==> config.mk <==
export PLATFORM = sky130hd
export DESIGN_NAME = issue_queue
export DESIGN_NICKNAME = d
export VERILOG_FILES = /design/src/rtl/iq_pkg.sv /design/src/rtl/iq_data.sv /design/src/rtl/iq_ctrl.sv /design/src/rtl/issue_queue.sv
export SDC_FILE = /design/constraint.sdc
export NUM_CORES = 1
export LEC_CHECK = 0
export BUFFER_PORTS_ARGS = -buffer_cell sky130_fd_sc_hd__buf_2
export CORE_MARGIN = 2
export CORE_UTILIZATION = 35
export CTS_CLUSTER_SIZE = 20
export DETAILED_ROUTE_END_ITERATION = 16
export PLACE_DENSITY = 0.55
export SYNTH_ARGS = -nofsm -noshare
export SYNTH_HDL_FRONTEND = slang
export SYNTH_SLANG_ARGS = --single-unit
==> constraint.sdc <==
create_clock -name clk -period 5 [get_ports clk]
set_input_delay 0.5 -clock clk [delete_from_list [all_inputs] [get_ports clk]]
set_output_delay 0.5 -clock clk [all_outputs]
set_load 0.005 [all_outputs]
==> src/rtl/iq_pkg.sv <==
package iq_pkg;
  localparam int DEPTH     = 8;
  localparam int NUM_UNITS = 4;
  localparam int NUM_REGS  = 32;

  localparam int TAG_W  = $clog2(NUM_REGS);
  localparam int UNIT_W = $clog2(NUM_UNITS);
  localparam int IDX_W  = $clog2(DEPTH);
  localparam int CNT_W  = $clog2(DEPTH + 1);

  typedef logic [TAG_W-1:0]  tag_t;
  typedef logic [UNIT_W-1:0] unit_t;
  typedef logic [IDX_W-1:0]  idx_t;

  // One queue slot: payload plus a ready flag per source
  typedef struct packed {
    logic  vld;
    unit_t unit;
    tag_t  srcA;
    tag_t  srcB;
    tag_t  dst;
    logic  rdyA;
    logic  rdyB;
  } entry_t;

  // Control-to-datapath strobes
  typedef struct packed {
    logic push;
    logic pop;
    idx_t popIdx;
    idx_t wrIdx;
    logic newRdyA;
    logic newRdyB;
  } strobe_t;
endpackage

==> src/rtl/iq_data.sv <==
module iq_data
  import iq_pkg::*;
(
  input  logic             clk,
  input  logic             rstN,
  input  strobe_t          strb,
  input  unit_t            inUnit,
  input  tag_t             inSrcA,
  input  tag_t             inSrcB,
  input  tag_t             inDst,
  input  logic             cplValid,
  input  tag_t             cplTag,
  output logic [DEPTH-1:0] validVec,
  output logic [DEPTH-1:0] readyVec,
  output entry_t           relEntry
);
  entry_t q     [DEPTH];
  entry_t qNext [DEPTH];

  // Collapse over the released slot, wake sources, then append at the tail
  always_comb begin
    for (int i = 0; i < DEPTH; i++) begin
      entry_t upper;
      entry_t cur;
      upper = (i == DEPTH - 1) ? '0 : q[(i + 1) % DEPTH];
      cur   = (strb.pop && (IDX_W'(i) >= strb.popIdx)) ? upper : q[i];
      if (cplValid && cur.vld && cur.srcA == cplTag) cur.rdyA = 1'b1;
      if (cplValid && cur.vld && cur.srcB == cplTag) cur.rdyB = 1'b1;
      if (strb.push && IDX_W'(i) == strb.wrIdx) begin
        cur = '{vld: 1'b1, unit: inUnit, srcA: inSrcA, srcB: inSrcB,
                dst: inDst, rdyA: strb.newRdyA, rdyB: strb.newRdyB};
      end
      qNext[i] = cur;
    end
  end

  always_ff @(posedge clk) begin
    for (int i = 0; i < DEPTH; i++) begin
      if (!rstN) q[i] <= '0;
      else       q[i] <= qNext[i];
    end
  end

  always_comb begin
    for (int i = 0; i < DEPTH; i++) begin
      validVec[i] = q[i].vld;
      readyVec[i] = q[i].vld && q[i].rdyA && q[i].rdyB;
    end
  end

  assign relEntry = q[strb.popIdx];
endmodule

==> src/rtl/iq_ctrl.sv <==
module iq_ctrl
  import iq_pkg::*;
(
  input  logic                 clk,
  input  logic                 rstN,
  input  logic                 issueValid,
  input  unit_t                issueUnit,
  input  tag_t                 issueSrcA,
  input  tag_t                 issueSrcB,
  input  tag_t                 issueDst,
  input  logic [NUM_UNITS-1:0] unitBusy,
  input  logic                 cplValid,
  input  tag_t                 cplTag,
  input  logic [DEPTH-1:0]     validVec,
  input  logic [DEPTH-1:0]     readyVec,
  output strobe_t              strb,
  output logic                 issueReady
);
  logic [NUM_REGS-1:0] pending;
  logic [NUM_REGS-1:0] setMask;
  logic [NUM_REGS-1:0] clrMask;
  logic [CNT_W-1:0]    occCnt;
  logic [CNT_W-1:0]    wrTmp;
  logic                full;

  always_comb begin
    occCnt = '0;
    for (int i = 0; i < DEPTH; i++) occCnt = occCnt + CNT_W'(validVec[i]);
  end

  assign full       = (occCnt == CNT_W'(DEPTH));
  assign issueReady = !full && !unitBusy[issueUnit] && !pending[issueDst];

  // Oldest ready slot: lowest index wins
  always_comb begin
    strb.popIdx = '0;
    for (int i = DEPTH - 1; i >= 0; i--) begin
      if (readyVec[i]) strb.popIdx = IDX_W'(i);
    end
  end

  assign strb.pop  = |readyVec;
  assign strb.push = issueValid && issueReady;
  assign wrTmp     = occCnt - CNT_W'(strb.pop);
  assign strb.wrIdx = wrTmp[IDX_W-1:0];

  assign strb.newRdyA = !pending[issueSrcA] || (cplValid && cplTag == issueSrcA);
  assign strb.newRdyB = !pending[issueSrcB] || (cplValid && cplTag == issueSrcB);

  always_comb begin
    setMask = '0;
    clrMask = '0;
    if (strb.push) setMask[issueDst] = 1'b1;
    if (cplValid)  clrMask[cplTag]   = 1'b1;
  end

  always_ff @(posedge clk) begin
    if (!rstN) pending <= '0;
    else       pending <= (pending & ~clrMask) | setMask;
  end
endmodule

==> src/rtl/issue_queue.sv <==
module issue_queue (
  input  logic                         clk,
  input  logic                         rstN,
  input  logic                         issueValid,
  input  logic [iq_pkg::UNIT_W-1:0]    issueUnit,
  input  logic [iq_pkg::TAG_W-1:0]     issueSrcA,
  input  logic [iq_pkg::TAG_W-1:0]     issueSrcB,
  input  logic [iq_pkg::TAG_W-1:0]     issueDst,
  input  logic [iq_pkg::NUM_UNITS-1:0] unitBusy,
  input  logic                         cplValid,
  input  logic [iq_pkg::TAG_W-1:0]     cplTag,
  output logic                         issueReady,
  output logic                         relValid,
  output logic [iq_pkg::UNIT_W-1:0]    relUnit,
  output logic [iq_pkg::TAG_W-1:0]     relSrcA,
  output logic [iq_pkg::TAG_W-1:0]     relSrcB,
  output logic [iq_pkg::TAG_W-1:0]     relDst
);
  import iq_pkg::*;

  strobe_t          strb;
  logic [DEPTH-1:0] validVec;
  logic [DEPTH-1:0] readyVec;
  entry_t           relEntry;

  iq_ctrl u_ctrl (
    .clk(clk), .rstN(rstN), .issueValid(issueValid), .issueUnit(issueUnit),
    .issueSrcA(issueSrcA), .issueSrcB(issueSrcB), .issueDst(issueDst),
    .unitBusy(unitBusy), .cplValid(cplValid), .cplTag(cplTag),
    .validVec(validVec), .readyVec(readyVec), .strb(strb), .issueReady(issueReady)
  );

  iq_data u_data (
    .clk(clk), .rstN(rstN), .strb(strb), .inUnit(issueUnit),
    .inSrcA(issueSrcA), .inSrcB(issueSrcB), .inDst(issueDst),
    .cplValid(cplValid), .cplTag(cplTag), .validVec(validVec),
    .readyVec(readyVec), .relEntry(relEntry)
  );

  assign relValid = strb.pop;
  assign relUnit  = relEntry.unit;
  assign relSrcA  = relEntry.srcA;
  assign relSrcB  = relEntry.srcB;
  assign relDst   = relEntry.dst;
endmodule

==> out/metrics.cfg <==
[worst_setup_path]
required_ns=4.50
crit_top_cell=fa_1
cp.arrival_ns=4.05
crit_path_cell_trace=ha_1 -> inv_1 -> fa_1 -> fa_1 -> fa_1 -> fa_1 -> nand4b_1 -> o32ai_1 -> nor4_4 -> and2_1 -> buf_2
path_buf_inv=2
cpLargestDelayFamily=adder cells
max_stage_delay_ns=0.52
cp-start-kind=flop
critPathSlowestCell=fa_1
ff2ff_setup_slack_ns=0.47
crit_type=flop to output pin
critPathCaptureType=output pin
cp_max_fo=9

[synthesis]
mappedNetlistNets=1495
netlist_instances=1456
async_flop_share_pct=0
avgSynthCellArea_um2=8.27
synth-edff-count=0
yosysSeqAreaShare_pct=31.9
ys.flop_type=dfxtp_1
ys_seq_elements=192
synth_warnings=0
synthDistinctLibCells=61
synth_area_um2=12000

[global_route]
grtUsageTotal_pct=23.2
grt_pass1_wl_mm=64.1
grt_overflow=0
grt_max_degree=97
antenna_found_initial=0
grt_pass1_vias=10278

[place]
port_buffers=48
gp_congestion=0.857
hpwlAfterDp_mm=27.9

[clocking]
path_clk_slew_ns=0.08
cts_sinks=192
cts_tree=done
h-tree-depth=4
clk_latency_ns=0.45
cts_root_buf=clkbuf_16
numCtsBuffers=17
clock_path_buffers=2

[cells_and_area]
diodes=0
final_common_cell=dfxtp_1
drive_gt1_share_pct=11.3
nNetsFinal=1456
syn_to_final_growth_pct=9.96
mostFrequentLayoutCells=dfxtp_1, nand2_1, mux2i_1, nor2_1, a211oi_1

[power_and_ir_drop]
power.total_mw=3.60
vdd_drop_max_mv=0.166
swShare_pct=27.2
p_int_mw=2.62
share_comb_of_total_power_pct=12.7
p_switching_mw=0.981
clockPowerShare_pct=42.9
power.leakage_nw=4.70
seqPwrFrac_pct=44.4
p_per_area_nw_per_um2=272

[sta]
worst_pin_slew_ns=1.22
slew_headroom_pct=18.6
setup_tns_ns=0
fin_skew_ns=0.0160
hold_violations=0
rsz0062_at_grt=false
max_freq_mhz=220
slew_viol_final=0
setup_viol=0
period_needed_ns=4.55
period_share_pct=91.1

[detailed_routing]
drtAntennaViolNets=0
drtIter0Drc=1167
wl_mm=41.4
firstDrtPassIters=5
routed_via_density=5.91
route.detailed.drc=0
via_count=11091
wire_per_inst_um=22.1

[die]
ios=49
rows=67
coreArea_um2=33700
start_util_pct=35.7
die_h_um=189
die_w_um=189
dieArea_um2=35900

[status]
outcome=finished clean

[worst_hold_path]
hp-class=input pin to flop

[flow_run]
cap_violations=0

[kinds of logic (layout without fill, tap and decap cells)]
group,Yosys count,after routing,synth area share (%)
fa+ha+maj,9,9,1.19
xor+xnor,77,77,5.60
simple gates,521,521,19.8
compound gates,313,313,18.7
buf+inv,163,137,5.36
flops,192,192,31.9
mux,181,181,17.5
[final cells by class]
type	count	area (µm²)
Fill cell	3459	20500
Clock buffer	21	480
Tap cell	448	561
Multi-Input combinational cell	1101	7570
Clock inverter	11	175
Sequential cell	192	3840
Inverter	20	77.6
Timing Repair Buffer	85	531
[sequential cells by signal, summed over array words and instances (netlist names)]
| signal | count |
|---|---|
| u_ctrl.pending | 32 |
| u_data.q | 160 |
[worst register-to-register path: cells and delay by family, from the launching register on]
kind	cells	cell delay (ns)
buffers and inverters	2	0.45
adder cells (fa/ha/maj)	6	2.34
flip-flops	1	0.44
AND/OR/NAND/NOR	4	0.50
XOR/XNOR	2	0.46
AO/OA/AOI/OAI	1	0.25
[per-layer routing]
layer / wire, µm / share of wire, % / GRT usage, % / vias up
met5: 0 / 0 / 0 / -
met4: 996 / 2.4 / 7.30 / 0
met3: 2950 / 7.1 / 3.50 / 38
met2: 17600 / 42 / 33.7 / 411
met1: 19900 / 48 / 34.8 / 5414
li1: - / - / - / 5228
[worst paths after layout]
check                         startpoint                           end  depth (start not counted)
max           u_data.q[1][19]$_SDFF_PN0_                    issueReady                         11
min reg2reg  u_data.q[7][4]$_SDFFE_PN0P_   u_data.q[7][4]$_SDFFE_PN0P_                          2
max reg2reg   u_data.q[1][19]$_SDFF_PN0_   u_data.q[0][3]$_SDFFE_PN0P_                         15
min                         issueUnit[1]  u_data.q[7][18]$_SDFFE_PN0P_                          3
[through the flow]
stage	util [%]	std cells	worst slack, ns	hold slack [ns]	area [µm²]
global placement	37.3	1845	0.536	0.471	12600
detailed placement	37.3	1845	0.498	0.479	12600
CTS	39.2	1877	0.0734	0.392	13200
floorplan	-	1456	0.987	0.460	12000
finish	39.3	1878	0.446	0.423	13200
global route	39.3	1878	0.248	0.414	13200
[synth_stat cells (3+ instances only)]
cell type / instances / area [µm²]
a221o_1: 3 / 30.0
o211ai_1: 23 / 173
a21oi_1: 45 / 225
ha_1: 5 / 62.6
o21ai_0: 38 / 190
clkbuf_1: 100 / 375
buf_2: 24 / 120
fa_1: 4 / 80.1
xor2_1: 18 / 158
nand4_1: 18 / 113
nor3_1: 16 / 80.1
nand2b_1: 9 / 56.3
dfxtp_1: 192 / 3840
a32o_1: 17 / 170
nor4_1: 4 / 25.0
a311oi_1: 3 / 26.3
and3_1: 28 / 175
xnor2_1: 59 / 517
nand3_1: 83 / 415
nand2_1: 170 / 638
inv_1: 18 / 67.6
or2_2: 9 / 56.3
o22ai_1: 7 / 43.8
and2_1: 4 / 25.0
mux2i_1: 156 / 1560
a32oi_1: 18 / 158
a211oi_1: 121 / 908
nand4b_1: 5 / 43.8
or3_1: 4 / 25.0
o2111ai_1: 5 / 43.8
a31oi_1: 11 / 68.8
mux4_2: 23 / 518
buf_1: 18 / 67.6
nor2_1: 154 / 578
o221ai_1: 3 / 26.3
nor2b_1: 7 / 43.8
[power by group through the flow]
| stage | clock network, mW | registers, mW | logic, mW |
|---|---|---|---|
| global route | 1.63 | 1.60 | 0.489 |
| detailed placement | 0 | 1.63 | 0.450 |
| CTS | 1.56 | 1.60 | 0.451 |
| finish | 1.55 | 1.60 | 0.457 |
| global placement | 0 | 1.63 | 0.447 |
| floorplan | 0 | 1.62 | 0.299 |
[timing repair]
action,4_1_cts,5_1_grt
setup endpoints to repair,1,1
setup buffers,0,1
pin swaps,0,1
hold buffers,0,0
gates cloned,0,0
gates resized for setup,1,0
Power figures use the tool's default switching activity.
